===== src/rtl/uart_flag_pkg.sv =====
package uart_flag_pkg;

    localparam int NFLAGS  = 9;
    localparam int DATA_W  = 16;
    localparam int BYTE_W  = 8;
    localparam int RSVD_W  = DATA_W - NFLAGS;

    // Positions that matter to the clearing rules
    localparam int BIT_TX_EMPTY = 8;
    localparam int BIT_TX_DONE  = 7;

    localparam logic [NFLAGS-1:0] TX_MASK     = 9'h180;
    localparam logic [NFLAGS-1:0] RESET_FLAGS = 9'h180;

    typedef enum logic [1:0] {
        SZ_LO   = 2'd0,
        SZ_HI   = 2'd1,
        SZ_HALF = 2'd2,
        SZ_WORD = 2'd3
    } acc_size_e;

    localparam logic SEL_STATUS = 1'b0;
    localparam logic SEL_DATA   = 1'b1;

    typedef enum logic [1:0] {
        FS_CLEAR   = 2'd0,
        FS_PENDING = 2'd1,
        FS_ARMED   = 2'd2
    } flag_state_e;

    typedef struct packed {
        logic status_rd;   // any status read, combined read included
        logic combo_rd;    // 32-bit combined read
        logic rx_finish;   // data read, low byte or half-word
        logic tx_finish;   // data write, low byte or half-word
    } acc_evt_t;

endpackage


===== src/rtl/uart_flag_decode.sv =====
module uart_flag_decode
    import uart_flag_pkg::*;
(
    input  logic                acc_en,
    input  logic                acc_wr,
    input  logic                acc_reg,
    input  logic [1:0]          acc_size,
    input  logic [NFLAGS-1:0]   flags,
    input  logic [DATA_W-1:0]   rx_data,
    output acc_evt_t            evt,
    output logic [2*DATA_W-1:0] rd_data
);

    logic [DATA_W-1:0] status_word;
    logic              rd_any;
    logic              data_narrow;

    assign status_word = {{RSVD_W{1'b0}}, flags};
    assign rd_any      = acc_en && !acc_wr;
    assign data_narrow = (acc_reg == SEL_DATA) &&
                         (acc_size == SZ_LO || acc_size == SZ_HALF);

    always_comb begin
        evt.combo_rd  = rd_any && (acc_size == SZ_WORD);
        evt.status_rd = rd_any && ((acc_reg == SEL_STATUS) || (acc_size == SZ_WORD));
        evt.rx_finish = rd_any && data_narrow;
        evt.tx_finish = acc_en && acc_wr && data_narrow;
    end

    always_comb begin
        rd_data = '0;
        if (rd_any) begin
            if (acc_size == SZ_WORD) begin
                rd_data = {status_word, rx_data};
            end else if (acc_reg == SEL_STATUS) begin
                unique case (acc_size)
                    SZ_LO:   rd_data[BYTE_W-1:0] = status_word[BYTE_W-1:0];
                    SZ_HI:   rd_data[BYTE_W-1:0] = status_word[DATA_W-1:BYTE_W];
                    default: rd_data[DATA_W-1:0] = status_word;
                endcase
            end else begin
                unique case (acc_size)
                    SZ_LO:   rd_data[BYTE_W-1:0] = rx_data[BYTE_W-1:0];
                    SZ_HI:   rd_data[BYTE_W-1:0] = rx_data[DATA_W-1:BYTE_W];
                    default: rd_data[DATA_W-1:0] = rx_data;
                endcase
            end
        end
    end

endmodule


===== src/rtl/uart_flag_cell.sv =====
module uart_flag_cell
    import uart_flag_pkg::*;
#(
    parameter bit IS_TX   = 1'b0,
    parameter bit RST_SET = 1'b0
) (
    input  logic     clk,
    input  logic     rst_n,
    input  logic     set_pulse,
    input  acc_evt_t evt,
    output logic     flag
);

    localparam flag_state_e RST_STATE = RST_SET ? FS_PENDING : FS_CLEAR;

    flag_state_e state_q, state_d;
    logic        finish;
    logic        sweep;

    // Clearing access and combined-read sweep differ by flag class
    generate
        if (IS_TX) begin : g_tx
            assign finish = evt.tx_finish;
            assign sweep  = 1'b0;
        end else begin : g_rx
            assign finish = evt.rx_finish;
            assign sweep  = evt.combo_rd;
        end
    endgenerate

    always_comb begin
        state_d = state_q;
        unique case (state_q)
            FS_CLEAR: begin
                if (set_pulse) state_d = FS_PENDING;
            end
            FS_PENDING: begin
                if (set_pulse)           state_d = FS_PENDING;
                else if (sweep)          state_d = FS_CLEAR;
                else if (evt.status_rd)  state_d = FS_ARMED;
            end
            FS_ARMED: begin
                if (set_pulse)           state_d = FS_PENDING;
                else if (sweep || finish) state_d = FS_CLEAR;
            end
            default: state_d = FS_CLEAR;
        endcase
    end

    always_ff @(posedge clk or negedge rst_n) begin
        if (!rst_n) state_q <= RST_STATE;
        else        state_q <= state_d;
    end

    always_comb begin
        flag = (state_q != FS_CLEAR);
    end

endmodule


===== src/rtl/uart_flag_unit.sv =====
module uart_flag_unit
    import uart_flag_pkg::*;
(
    input  logic                clk,
    input  logic                rst_n,
    input  logic [NFLAGS-1:0]   set_i,
    input  logic                acc_en,
    input  logic                acc_wr,
    input  logic                acc_reg,
    input  logic [1:0]          acc_size,
    input  logic [DATA_W-1:0]   wr_data_i,
    input  logic [DATA_W-1:0]   rx_data_i,
    output logic [2*DATA_W-1:0] rd_data_o,
    output logic [NFLAGS-1:0]   flags_o,
    output logic                dr_rd_stb_o,
    output logic                dr_wr_stb_o
);

    acc_evt_t          evt;
    logic [DATA_W-1:0] wr_unused;

    // Write data is consumed by the external data buffer only
    assign wr_unused = wr_data_i;

    uart_flag_decode u_dec (
        .acc_en   (acc_en),
        .acc_wr   (acc_wr),
        .acc_reg  (acc_reg),
        .acc_size (acc_size),
        .flags    (flags_o),
        .rx_data  (rx_data_i),
        .evt      (evt),
        .rd_data  (rd_data_o)
    );

    generate
        for (genvar i = 0; i < NFLAGS; i++) begin : g_flag
            uart_flag_cell #(
                .IS_TX   (TX_MASK[i]),
                .RST_SET (RESET_FLAGS[i])
            ) u_cell (
                .clk       (clk),
                .rst_n     (rst_n),
                .set_pulse (set_i[i]),
                .evt       (evt),
                .flag      (flags_o[i])
            );
        end
    endgenerate

    assign dr_rd_stb_o = evt.rx_finish || evt.combo_rd;
    assign dr_wr_stb_o = evt.tx_finish;

endmodule


===== config.mk =====
export PLATFORM = sky130hd
export DESIGN_NAME = uart_flag_unit
export DESIGN_NICKNAME = d
export VERILOG_FILES = /design/src/rtl/uart_flag_pkg.sv /design/src/rtl/uart_flag_decode.sv /design/src/rtl/uart_flag_cell.sv /design/src/rtl/uart_flag_unit.sv
export SDC_FILE = /design/constraint.sdc
export NUM_CORES = 1
export LEC_CHECK = 0
export BUFFER_PORTS_ARGS = -buffer_cell sky130_fd_sc_hd__buf_2
export CORE_MARGIN = 8
export CORE_UTILIZATION = 42
export DETAILED_ROUTE_END_ITERATION = 6
export GPL_TIMING_DRIVEN = 0
export PLACE_DENSITY = 0.8
export SYNTH_ARGS = -nofsm -noshare
export SYNTH_HDL_FRONTEND = slang
export SYNTH_SLANG_ARGS = --single-unit

===== constraint.sdc =====
create_clock -name clk -period 1.9 [get_ports clk]
set_clock_uncertainty 0.2 [all_clocks]
set_input_delay 0.095 -clock clk [delete_from_list [all_inputs] [get_ports clk]]
set_output_delay 0.095 -clock clk [all_outputs]
set_load 0.05 [all_outputs]

==> flow_metrics.tcl <==
set metrics [dict create \
    status "finished, final reports clean" \
    num_rows 21 \
    synth_cells 176 \
    cts_tree "yes" \
    yosysWarnings 0 \
    synth_cell_type_count 31 \
    yosysTopAreaCell "dfrtp_1" \
    sw_frac_of_total_pct 39.7 \
    ys_seq_area_share_pct 32.2 \
    synth_area_sq_mm 0.00141 \
    vias_per_cell 4.92 \
    internal_power_mw 0.713 \
    final_cell_mix "66 x buf_2, 19 x buf_4, 16 x nor2_1, 16 x dfrtp_1, 14 x inv_1" \
    path_class "reg -> out" \
    vias 1515 \
    clock_latency_ps 290 \
    fillers 278 \
    p_per_area_mw_per_mm2 568 \
    track_usage_pct 15.9 \
    leakage_nw 1.03 \
    htree_num_levels 1 \
    cts_buffer_depth 2 \
    synthTopCellsByArea "dfrtp_1 28%, buf_4 9.6%, nand3b_1 6.4%, nor2_1 5.1%, a22oi_1 4.8%" \
    clkTransAtPathRegs_ps 100 \
    power_frac_comb_pct 43.8 \
    finalHoldViolCount 0 \
    largestRegisters "g_flag.u_cell.state_q: 18 flops" \
    grt_overflow 0 \
    cap_violations 0 \
    drc 0 \
    diodes 0 \
    grt_pass1_wl_mm 6.78 \
    largest_register "g_flag.u_cell.state_q" \
    area_growth_syn_to_layout_pct 47.9 \
    hold_path_class "in -> async" \
    grt_pass1_vias 1496 \
    numPortBuffers 65 \
    coreArea_sq_mm 0.00328 \
    dpl.hpwl_mm 3.24 \
    final-max-slew-violation-count 0 \
    die_x_um 73.9 \
    cts_buffers 3 \
    fmax_ghz 0.545 \
    post-route-util_pct 63.4 \
    io_pins 91 \
    final_common_cell "buf_2" \
    place_area_sq_mm 0.00192 \
    die_h_um 73.9 \
    yosys_register_bits 18 \
    start_kind "flip-flop" \
    cp-end-kind "primary output" \
    p_sw_mw 0.469 \
    drive_above_1_share_pct 44.3 \
    drt_pre_antenna_iters 4 \
    clock-sinks 18 \
    seqPwrFrac_pct 36.8 \
    synth_top_cell_area_share_pct 28.4 \
    timing.final.crit_share_pct 96.6 \
    fin_crit_ps 1840 \
    largest_reg_flops 18 \
    relSlewSlack_pct 61.1 \
    antenna_found_initial 0 \
    postLayoutCellArea_sq_mm 0.00208 \
    setup_viol 0 \
    die_area_sq_mm 0.00546 \
    avgSynthCellArea_sq_um 8.00 \
    arrival_ps 1540 \
    drt_wl_total_mm 4.15 \
    grt_max_degree 19 \
    multiInputGateArea_sq_um 873 \
    wl_per_cell_um 13.5 \
    start_util_pct 42.9 \
    cts-root-buf "clkbuf_4" \
    worst-path-max-fanout 4 \
    irDropWorstVdd_uv 336 \
    register_area_sq_um 453 \
    place_congestion 0.829 \
    worstPathRequired_ps 1600 \
    worst_pin_slew_ps 581 \
    clockPowerShare_pct 19.4 \
    ant_nets 0 \
    initialDrtViolationCount 48 \
    rsz0062_at_grt "no" \
    nNetsFinal 311 \
]
-- per-layer routing --
metal	GRT usage, %	routed length [um]
met1	17.8	1620
met2	28.1	2110
met3	3.41	347
met4	7.10	76
met5	0	0
-- stage by stage --
step | setup TNS (ps) | hold slack [ps] | power, mW | instances | worst slack (ps)
6_report | 0 | 46.3 | 1.18 | 308 | 64.8
5_1_grt | 0 | 60.6 | 1.25 | 308 | 0.887
4_1_cts | 0 | 50.2 | 1.18 | 308 | 4.43
3_5_place_dp | 0 | -167 | 0.938 | 293 | 178
3_3_place_gp | 0 | -169 | 0.931 | 293 | 165
2_1_floorplan | -39.9 | -401 | 0.823 | 182 | -39.9
-- kinds of logic (layout without fill, tap and decap cells) --
group	after synthesis	after routing	share of synthesized area [%]
flops	18	18	32.2
other cells	1	7	0.266
buf+inv	37	117	15.5
simple gates	77	77	32.4
mux	2	2	1.69
compound gates	41	41	18.0
-- what timing repair did --
item,4_1_cts,5_1_grt
gates resized for setup,1,6
endpoints found under the setup margin,1,5
setup buffers,0,0
pin swaps,0,2
hold buffers,11,0
endpoints found under the hold margin,36,0
-- final timing paths --
kind                                                      endpoint  depth (start not counted)  slack [ps]                               startpoint
max in group asynchronous  g_flag[8].u_cell.state_q[0]$_DFFE_PN1P_                          2        1140                                    rst_n
min in group clk           g_flag[7].u_cell.state_q[1]$_DFFE_PN0P_                          4          50                                   acc_en
hold / removal             g_flag[0].u_cell.state_q[0]$_DFFE_PN0P_                          2          50                                    rst_n
setup reg to reg           g_flag[7].u_cell.state_q[1]$_DFFE_PN0P_                          2         470  g_flag[7].u_cell.state_q[0]$_DFFE_PN1P_
setup / recovery                                      rd_data_o[4]                          4          60  g_flag[4].u_cell.state_q[1]$_DFFE_PN0P_
hold reg to reg            g_flag[7].u_cell.state_q[0]$_DFFE_PN1P_                          1         300  g_flag[7].u_cell.state_q[1]$_DFFE_PN0P_
-- critical path: stages, from the launching register on --
cell and delay, ps:
dfrtp_1 410, or2_2 350, nor2_2 190, nor4_4 70
buf_2 230
-- synth_stat cells --
library cell and n:
or2_2 8, mux2i_2 1, nor3b_2 1, nand3_1 3
dfstp_2 2, o21ai_0 10, buf_4 18, nor2_1 19
buf_2 3, or4b_1 2, a22oi_1 9, dfrtp_1 16
mux2i_1 1, and2_1 7, buf_6 1, nand4b_1 1
nor2b_1 9, clkbuf_1 1, or3_1 2, a21oi_1 10
nand3b_1 12, a211oi_1 3, and3b_1 1, nor4_1 7
nand2_1 3, nand2b_1 2, conb_1 1, a21boi_2 1
o22ai_1 7, inv_1 14, a21o_1 1
-- layout make-up --
type | instances | share of cell area [%]
Timing Repair Buffer | 76 | 21.3
Tap cell | 46 | 2.76
Multi-Input combinational cell | 127 | 41.9
Inverter | 14 | 2.52
Clock buffer | 4 | 1.74
Buffer | 23 | 7.93
Sequential cell | 18 | 21.8
-- power groups by stage --
stage                     sequential [mW]  clock (mW)  combinational [mW]
after CTS                           0.434       0.233               0.515
final                               0.435       0.229               0.518
after global routing                0.441       0.253               0.558
after floorplan                     0.435           0               0.387
after detailed placement            0.442           0               0.496
after global placement              0.440           0               0.491
Power figures use the tool's default switching activity.
